<file path="config.mk">
export PLATFORM = sky130hd
export DESIGN_NAME = disk_addr_ctr
export DESIGN_NICKNAME = d
export VERILOG_FILES = /design/src/rtl/dac_pkg.sv /design/src/rtl/dac_load_check.sv /design/src/rtl/dac_stepper.sv /design/src/rtl/disk_addr_ctr.sv
export SDC_FILE = /design/constraint.sdc
export NUM_CORES = 1
export LEC_CHECK = 0
export BUFFER_PORTS_ARGS = -buffer_cell sky130_fd_sc_hd__buf_2
export CORE_AREA = 5 5 77 79
export CTS_CLUSTER_SIZE = 10
export DETAILED_ROUTE_END_ITERATION = 16
export DIE_AREA = 0 0 82 84
export GPL_ROUTABILITY_DRIVEN = 0
export PLACE_DENSITY = 0.68
export SYNTH_ARGS = -nofsm -noshare
export SYNTH_HDL_FRONTEND = slang
export SYNTH_HIERARCHICAL = 1
export SYNTH_SLANG_ARGS = --single-unit
export TNS_END_PERCENT = 10
</file>
<file path="constraint.sdc">
create_clock -name clk -period 2.1 [get_ports clk]
set_input_delay 0.105 -clock clk [delete_from_list [all_inputs] [get_ports clk]]
set_output_delay 0.105 -clock clk [all_outputs]
set_load 0.01 [all_outputs]
</file>
<file path="src/rtl/dac_pkg.sv">
package dac_pkg;

    typedef enum logic [1:0] {
        ST_READY  = 2'd0,
        ST_SEEK   = 2'd1,
        ST_HALTED = 2'd2
    } dac_state_t;

endpackage

</file>
<file path="src/rtl/dac_load_check.sv">
module dac_load_check #(
    parameter int SECT_W     = 5,
    parameter int CYL_W      = 9,
    parameter int SECTOR_MAX = 28
) (
    input  logic [SECT_W-1:0] ld_sector,
    input  logic [CYL_W-1:0]  ld_cyl,
    input  logic [CYL_W-1:0]  cyl_limit,
    output logic              ld_ok
);
    localparam logic [SECT_W-1:0] SMAX = SECT_W'(SECTOR_MAX);

    always_comb begin
        ld_ok = (ld_sector <= SMAX) && (ld_cyl <= cyl_limit);
    end
endmodule

</file>
<file path="src/rtl/dac_stepper.sv">
module dac_stepper #(
    parameter int SECT_W     = 5,
    parameter int CYL_W      = 9,
    parameter int SECTOR_MAX = 28
) (
    input  logic [SECT_W-1:0] cur_sector,
    input  logic              cur_surface,
    input  logic [CYL_W-1:0]  cur_cyl,
    input  logic [CYL_W-1:0]  cyl_limit,
    output logic [SECT_W-1:0] nxt_sector,
    output logic              nxt_surface,
    output logic [CYL_W-1:0]  nxt_cyl,
    output logic              overrun
);
    localparam logic [SECT_W-1:0] SMAX = SECT_W'(SECTOR_MAX);

    logic sect_wrap;
    logic surf_wrap;

    always_comb begin
        sect_wrap   = (cur_sector == SMAX);
        surf_wrap   = sect_wrap && cur_surface;
        nxt_sector  = sect_wrap ? '0 : cur_sector + 1'b1;
        nxt_surface = sect_wrap ? ~cur_surface : cur_surface;
        nxt_cyl     = surf_wrap ? cur_cyl + 1'b1 : cur_cyl;
        overrun     = surf_wrap && (cur_cyl >= cyl_limit);
    end
endmodule

</file>
<file path="src/rtl/disk_addr_ctr.sv">
module disk_addr_ctr
    import dac_pkg::*;
#(
    parameter int SECT_W       = 5,
    parameter int CYL_W        = 9,
    parameter int SECTOR_MAX   = 28,
    parameter int CYL_MAX_SMALL = 202,
    parameter int CYL_MAX_LARGE = 405,
    localparam int ADDR_W      = CYL_W + SECT_W + 2
) (
    input  logic              clk,
    input  logic              rst_n,
    input  logic              drive_large,
    input  logic              load_valid,
    input  logic [ADDR_W-1:0] load_word,
    input  logic              sector_done,
    output logic [SECT_W-1:0] sector,
    output logic              disk_fixed,
    output logic              surface,
    output logic [CYL_W-1:0]  cylinder,
    output logic              seek_strobe,
    output logic [CYL_W-1:0]  track_addr,
    output logic              addr_err,
    output logic              load_ack,
    output logic              xfer_abort
);
    localparam int DISK_BIT = SECT_W;
    localparam int SURF_BIT = SECT_W + 1;
    localparam int CYL_LSB  = SECT_W + 2;
    localparam logic [CYL_W-1:0] LIM_S = CYL_W'(CYL_MAX_SMALL);
    localparam logic [CYL_W-1:0] LIM_L = CYL_W'(CYL_MAX_LARGE);

    dac_state_t state_q, state_d;

    logic [SECT_W-1:0] sect_q;
    logic              disk_q, surf_q;
    logic [CYL_W-1:0]  cyl_q;
    logic              err_q, ack_q, abort_q;

    logic [CYL_W-1:0]  cyl_limit;
    logic              ld_ok;
    logic [SECT_W-1:0] st_sector;
    logic              st_surface;
    logic [CYL_W-1:0]  st_cyl;
    logic              overrun;
    logic              ld_take, ld_reject, step_req, step_take, step_fail;

    assign cyl_limit = drive_large ? LIM_L : LIM_S;

    dac_load_check #(
        .SECT_W(SECT_W), .CYL_W(CYL_W), .SECTOR_MAX(SECTOR_MAX)
    ) u_check (
        .ld_sector (load_word[SECT_W-1:0]),
        .ld_cyl    (load_word[ADDR_W-1:CYL_LSB]),
        .cyl_limit (cyl_limit),
        .ld_ok     (ld_ok)
    );

    dac_stepper #(
        .SECT_W(SECT_W), .CYL_W(CYL_W), .SECTOR_MAX(SECTOR_MAX)
    ) u_step (
        .cur_sector  (sect_q),
        .cur_surface (surf_q),
        .cur_cyl     (cyl_q),
        .cyl_limit   (cyl_limit),
        .nxt_sector  (st_sector),
        .nxt_surface (st_surface),
        .nxt_cyl     (st_cyl),
        .overrun     (overrun)
    );

    always_comb begin
        ld_take   = load_valid && ld_ok;
        ld_reject = load_valid && !ld_ok;
        step_req  = !load_valid && sector_done && (state_q != ST_HALTED);
        step_take = step_req && !overrun;
        step_fail = step_req && overrun;
    end

    // next-state logic
    always_comb begin
        state_d = state_q;
        unique case (state_q)
            ST_READY, ST_SEEK: begin
                if (ld_take)        state_d = ST_SEEK;
                else if (step_fail) state_d = ST_HALTED;
                else                state_d = ST_READY;
            end
            ST_HALTED: begin
                if (ld_take)        state_d = ST_SEEK;
                else                state_d = ST_HALTED;
            end
            default:                state_d = ST_READY;
        endcase
    end

    // state register
    always_ff @(posedge clk) begin
        if (!rst_n) state_q <= ST_READY;
        else        state_q <= state_d;
    end

    // address and flag registers
    always_ff @(posedge clk) begin
        if (!rst_n) begin
            sect_q  <= '0;
            disk_q  <= 1'b0;
            surf_q  <= 1'b0;
            cyl_q   <= '0;
            err_q   <= 1'b0;
            ack_q   <= 1'b0;
            abort_q <= 1'b0;
        end else begin
            ack_q   <= load_valid;
            abort_q <= step_fail;
            if (ld_take) begin
                sect_q <= load_word[SECT_W-1:0];
                disk_q <= load_word[DISK_BIT];
                surf_q <= load_word[SURF_BIT];
                cyl_q  <= load_word[ADDR_W-1:CYL_LSB];
            end else if (step_take) begin
                sect_q <= st_sector;
                surf_q <= st_surface;
                cyl_q  <= st_cyl;
            end
            if (ld_take)                    err_q <= 1'b0;
            else if (ld_reject || step_fail) err_q <= 1'b1;
        end
    end

    // outputs
    always_comb begin
        seek_strobe = (state_q == ST_SEEK);
        track_addr  = cyl_q;
        sector      = sect_q;
        disk_fixed  = disk_q;
        surface     = surf_q;
        cylinder    = cyl_q;
        addr_err    = err_q;
        load_ack    = ack_q;
        xfer_abort  = abort_q;
    end
endmodule

</file>
* Word level (Yosys, flattened, before mapping)
Cells that the tools add are included.
** Word-level totals
- Flip-flop bits (word level) :: 21
- Input bits :: 21
- Output and inout bits :: 29
** Cells by class
- $add $sub $neg :: 2
- Magnitude comparators :: 3
- Eq/ne operators :: 4
- Multiplexer cells :: 14
- Bitwise gates (word level) :: 2
- Reductions and logical operators :: 21
** Operator list (number)
- 9-bit two-way mux :: 4
- 5-bit two-way mux :: 3
- 9-bit by 1-bit adder with 9-bit output (second input constant) :: 1
- 9-bit >= comparator :: 1
- 9-bit <= comparator :: 1
- 1-bit logical AND :: 9
- 2-bit two-way mux :: 3
- 2-bit nonzero test :: 3
- 5-bit by 1-bit adder with 5-bit output (second input constant) :: 1
- 5-bit equality test (second input constant) :: 1
- 5-bit <= comparator (second input constant) :: 1
- 2-bit case mux with 2 select lines :: 1
- 2-bit AND reduction :: 2
- 2-bit OR reduction :: 2
- 1-bit logical NOT :: 3
- 1-bit two-way mux :: 3
- 2-bit by 1-bit equality test with 1-bit output (second input constant) :: 1
- 2-bit equality test (second input constant) :: 1
- 2-bit logical NOT :: 1
- 2-bit inequality test (second input constant) :: 1
- 1-bit NOT :: 2
- 1-bit logical OR :: 1

* Logic depth before layout (Yosys ltp)
- Depth after elaboration :: 7
- Mapped depth :: 12
- Gate-level depth less buffers :: 11

* Hierarchy
Netlist, hierarchy kept.
** By module, submodules not included
- disk_addr_ctr :: instances 1, cells each 125, area an instance 1266.2 µm², seq. area each 420.4 µm²
- dac_stepper :: instances 1, cells each 68, area an instance 483.0 µm², seq. area each 0.0 µm²
- dac_load_check :: instances 1, cells each 33, area an instance 231.5 µm², seq. area each 0.0 µm²

* Least setup slack after synthesis
No wires, ideal clock.
- Path type :: flip-flop to flip-flop
- Start point :: reg sect_q[0], in the netlist sector[0]
- End point :: reg cyl_q[0], in the netlist cylinder[0]
- Setup time :: 0.145 ns
- Arrival time :: 2.069 ns
- Required time :: 1.955 ns
- Slack :: -0.113 ns
- Stages on the path, launching flop included :: 10
- Path buffers :: 2
- Clock period less this slack :: 2.213 ns
- Path through :: dfxtp_1 inv_1 ha_1 and4_1 ha_1 a21boi_0 buf_2 o31ai_4 buf_6 a211oi_2
** Between the ends
- Cells in the longest elaborated chain, start to end :: 7
- Elaborated cells on any way between the ends :: 8
- Classes of those cells :: 1 x eq/ne; 7 x reduce/logical
** Ends and longest elaborated chain
- start: declaration :: RTL line disk_addr_ctr.sv:35 : logic [SECT_W-1:0] sect_q;
- start signal: assignment :: RTL line disk_addr_ctr.sv:117 : sect_q <= load_word[SECT_W-1:0];
- start signal: assignment :: RTL line disk_addr_ctr.sv:122 : sect_q <= st_sector;
- 5-bit equality test :: RTL line dac_stepper.sv:21 : sect_wrap = (cur_sector == SMAX);
- 1-bit logical AND :: RTL line dac_stepper.sv:22 : surf_wrap = sect_wrap && cur_surface;
- 1-bit logical AND :: RTL line dac_stepper.sv:26 : overrun = surf_wrap && (cur_cyl >= cyl_limit);
- named net overrun :: RTL line disk_addr_ctr.sv:45 : logic overrun;
- 1-bit logical NOT :: RTL line disk_addr_ctr.sv:76 : step_take = step_req && !overrun;
- 1-bit logical AND :: RTL line disk_addr_ctr.sv:76
- 2-bit nonzero test (no source line)
- 2-bit AND reduction (no source line)
- end signal: assignment :: RTL line disk_addr_ctr.sv:120 : cyl_q <= load_word[ADDR_W-1:CYL_LSB];
- end signal: assignment :: RTL line disk_addr_ctr.sv:124 : cyl_q <= st_cyl;
- end: declaration :: RTL line disk_addr_ctr.sv:37 : logic [CYL_W-1:0] cyl_q;
The timed path passes the listed nets, and every way through them passes these cells.
A chain may end at the register's enable or synchronous reset.

* Worst setup path in the final report
- Start point :: reg cyl_q[8], in the netlist cylinder[8]
- End point :: reg sect_q[4], in the netlist sector[4]
** Between the ends
- Cells in the longest elaborated chain, start to end :: 5
** Ends and longest elaborated chain (RTL line)
- 9-bit >= comparator :: dac_stepper.sv:26
- 1-bit logical AND :: dac_stepper.sv:26
- named net overrun :: disk_addr_ctr.sv:45
- 1-bit logical NOT :: disk_addr_ctr.sv:76
- 1-bit logical AND :: disk_addr_ctr.sv:76
- 2-bit nonzero test (no source line)
The timed path passes the listed nets, and every way through them passes these cells.

==> results.json <==
{
  "status": "finished, final reports clean",
  "instances_no_fill": 365,
  "rsz0062_at_grt": "yes",
  "firstDrtPassIters": 4,
  "fin_crit_ns": 2.02,
  "synth_compound_area_share_pct": 26.5,
  "crit_fanout": 7,
  "ys_ff_latch": 21,
  "fmax_ghz": 0.494,
  "finalMaxSlewViolations": 0,
  "setup_viol": 0,
  "p_int_uw": 866,
  "end_kind": "flop",
  "insertion_delay_ns": 0.26,
  "synthMuxAreaShare_pct": 8.15,
  "wl_microns": 5320,
  "first_global_vias": 1764,
  "core-area_sq_um": 5270,
  "power.density_nw_per_um2": 530,
  "layout_commonest_cell": "buf_2",
  "synth.distinct_cells": 47,
  "synth_fa_ha_area_share_pct": 13.9,
  "synth_top_family_by_area": "compound AO/OA/AOI/OAI gates",
  "die_h_microns": 84,
  "dr.first_iter.drc_count": 63,
  "io_buffers": 49,
  "drive_above_1_share_pct": 41.3,
  "fillCellCount": 535,
  "row_count": 27,
  "synth_edf_count": 0,
  "netlist_area_sq_um": 1980,
  "synthXorXnorAreaFrac_pct": 4.42,
  "cp.arrival_ns": 2.21,
  "cts_buffers": 3,
  "start_kind": "flop",
  "grt_max_degree": 21,
  "synth-simple-area-share_pct": 12.4,
  "grt_pass1_wl_microns": 8570,
  "yosysWarnings": 6,
  "finalHoldViolCount": 0,
  "vias": 1854,
  "peakVddDrop_v": 0.000305,
  "synth-async-reset-ratio_pct": 0,
  "cts_htree_levels": 1,
  "drv_cap": 0,
  "placedCellCount": 360,
  "fin_crit_sh_pct": 96.3,
  "timing.hold.ws_ns": 0.0926,
  "routed_via_density": 5.08,
  "p_switching_uw": 484,
  "syn_avg_cell_area_sq_um": 8.76,
  "skew_ns": 0.00427,
  "final_cell_area_sq_um": 2540,
  "die_area_sq_um": 6890,
  "grt-ovfl-total": 0,
  "num_io_pins": 50,
  "drc": 0,
  "hp-class": "in -> reg",
  "initial_core_util_pct": 37.6,
  "seq_power_share_pct": 34.2,
  "fin_setup_tns_ns": 0,
  "clk_pin_slew_worst_paths_ns": 0.08,
  "grt_usage_pct": 15.5,
  "synthFlopType": "dfxtp_1",
  "worstPathRequired_ns": 2.28,
  "final_cell_mix": "buf_2 (49), buf_4 (31), inv_1 (22), a21oi_1 (22), ha_1 (20)",
  "wl_per_cell_microns": 14.6,
  "p_sw_share_pct": 35.9,
  "synthToLayoutAreaGrowth_pct": 28.5,
  "die_x_microns": 82,
  "clkPwrFrac_pct": 20.3,
  "power.total_uw": 1350,
  "root_buffer": "clkbuf_8",
  "placed_cell_area_sq_um": 2430,
  "fin_nets": 337,
  "clk_path_buf_depth": 2,
  "p_leak_uw": 0.00127,
  "synth-seq-area-share_pct": 21.2,
  "antenna_cells": 0,
  "synthCells": 226,
  "crit_type": "reg -> reg",
  "dp_hpwl_microns": 4300,
  "power_frac_comb_pct": 45.5,
  "cts_tree": "built",
  "clkSinkCount": 21,
  "antenna_found_initial": 0,
  "final_antenna_net_count": 0
}
==> per-layer routing <==
metal	part of all wire, %	global-route usage, %	vias to the layer above
met3	5.1	3.35	6
li1	-	-	938
met2	51	25.9	49
met4	1.1	2.57	0
met5	0	0	-
met1	43	20.6	861
==> cell families after synthesis <==
| kind of cell | count (synthesis) |
|---|---|
| flops | 21 |
| fa+ha+maj | 22 |
| compound gates | 66 |
| simple gates | 44 |
| other cells | 2 |
| mux | 16 |
| buf+inv | 45 |
| xor+xnor | 10 |
==> path summary, 6_finish.rpt <==
path | cells past startpoint | from | slack [ns] | endpoint
setup / recovery | 8 | cylinder[8] | 0.08 | sector[4]
hold / removal | 3 | load_word[5] | 0.09 | disk_fixed
setup reg to reg | 8 | cylinder[8] | 0.08 | sector[4]
hold reg to reg | 2 | disk_fixed | 0.46 | disk_fixed
==> Yosys cell counts, types with 2 or more instances <==
cell | instances | share of area (%)
a21oi_1 | 23 | 5.8
ha_1 | 22 | 14
inv_1 | 22 | 4.2
dfxtp_1 | 21 | 21
mux2i_1 | 15 | 7.6
buf_4 | 12 | 4.5
nand2_1 | 12 | 2.3
a211oi_2 | 10 | 6.3
o31a_1 | 9 | 4.0
nor2_1 | 8 | 1.5
a211oi_1 | 6 | 2.3
nand3_1 | 5 | 1.3
nand4_1 | 5 | 1.6
o31a_2 | 5 | 2.5
xnor2_1 | 5 | 2.2
xor2_1 | 5 | 2.2
buf_6 | 4 | 2.3
and4_1 | 2 | 0.88
buf_2 | 2 | 0.51
clkbuf_1 | 2 | 0.38
conb_1 | 2 | 0.38
nand2b_1 | 2 | 0.63
o211ai_1 | 2 | 0.76
o21ai_0 | 2 | 0.51
==> power groups by stage <==
stage	sequential (uW)	clock, uW	combinational [uW]
final	462	274	614
after global routing	466	298	680
after CTS	461	281	602
after detailed placement	470	0	600
after global placement	469	0	588
after floorplan	515	0	347
==> registers in the layout, indices dropped and copies added, names as in the netlist <==
name,flops
state_q,2
sector,5
cylinder,9
surface,1
load_ack,1
addr_err,1
disk_fixed,1
xfer_abort,1
==> layout make-up <==
| cell class | count | area [sq um] | area share, % |
|---|---|---|---|
| inverters | 23 | 86.3 | 3.39 |
| repair buffers | 83 | 529 | 20.8 |
| clock inverters | 1 | 5.00 | 0.197 |
| clock buffers | 3 | 41.3 | 1.62 |
| multi-input cells | 162 | 1370 | 53.8 |
| flip-flops and latches | 21 | 423 | 16.6 |
| well taps | 72 | 90.1 | 3.54 |
==> critical path, cell delays in order (launching register included) <==
cell,delay (ns)
dfxtp_1,0.34
ha_1,0.32
nand4_1,0.12
nor2_1,0.07
a211oi_2,0.29
a21boi_4,0.12
buf_6,0.15
o31a_2,0.33
a211oi_1,0.19
==> through the flow <==
| step | setup WS [ns] | utilization [%] |
|---|---|---|
| 5_1_grt | -0.0504 | 48.3 |
| 6_report | 0.0770 | 48.3 |
| 2_1_floorplan | -0.0388 | - |
| 3_3_place_gp | -0.0200 | 46.1 |
| 4_1_cts | 0.00759 | 47.0 |
| 3_5_place_dp | -0.123 | 46.1 |
==> repair_timing <==
action	in CTS	in global routing
pin swaps	0	8
endpoints found under the setup margin	3	17
gates resized for setup	1	11
buffers inserted	0	1
hold buffers	0	0
(Power assumes the default switching activity.)
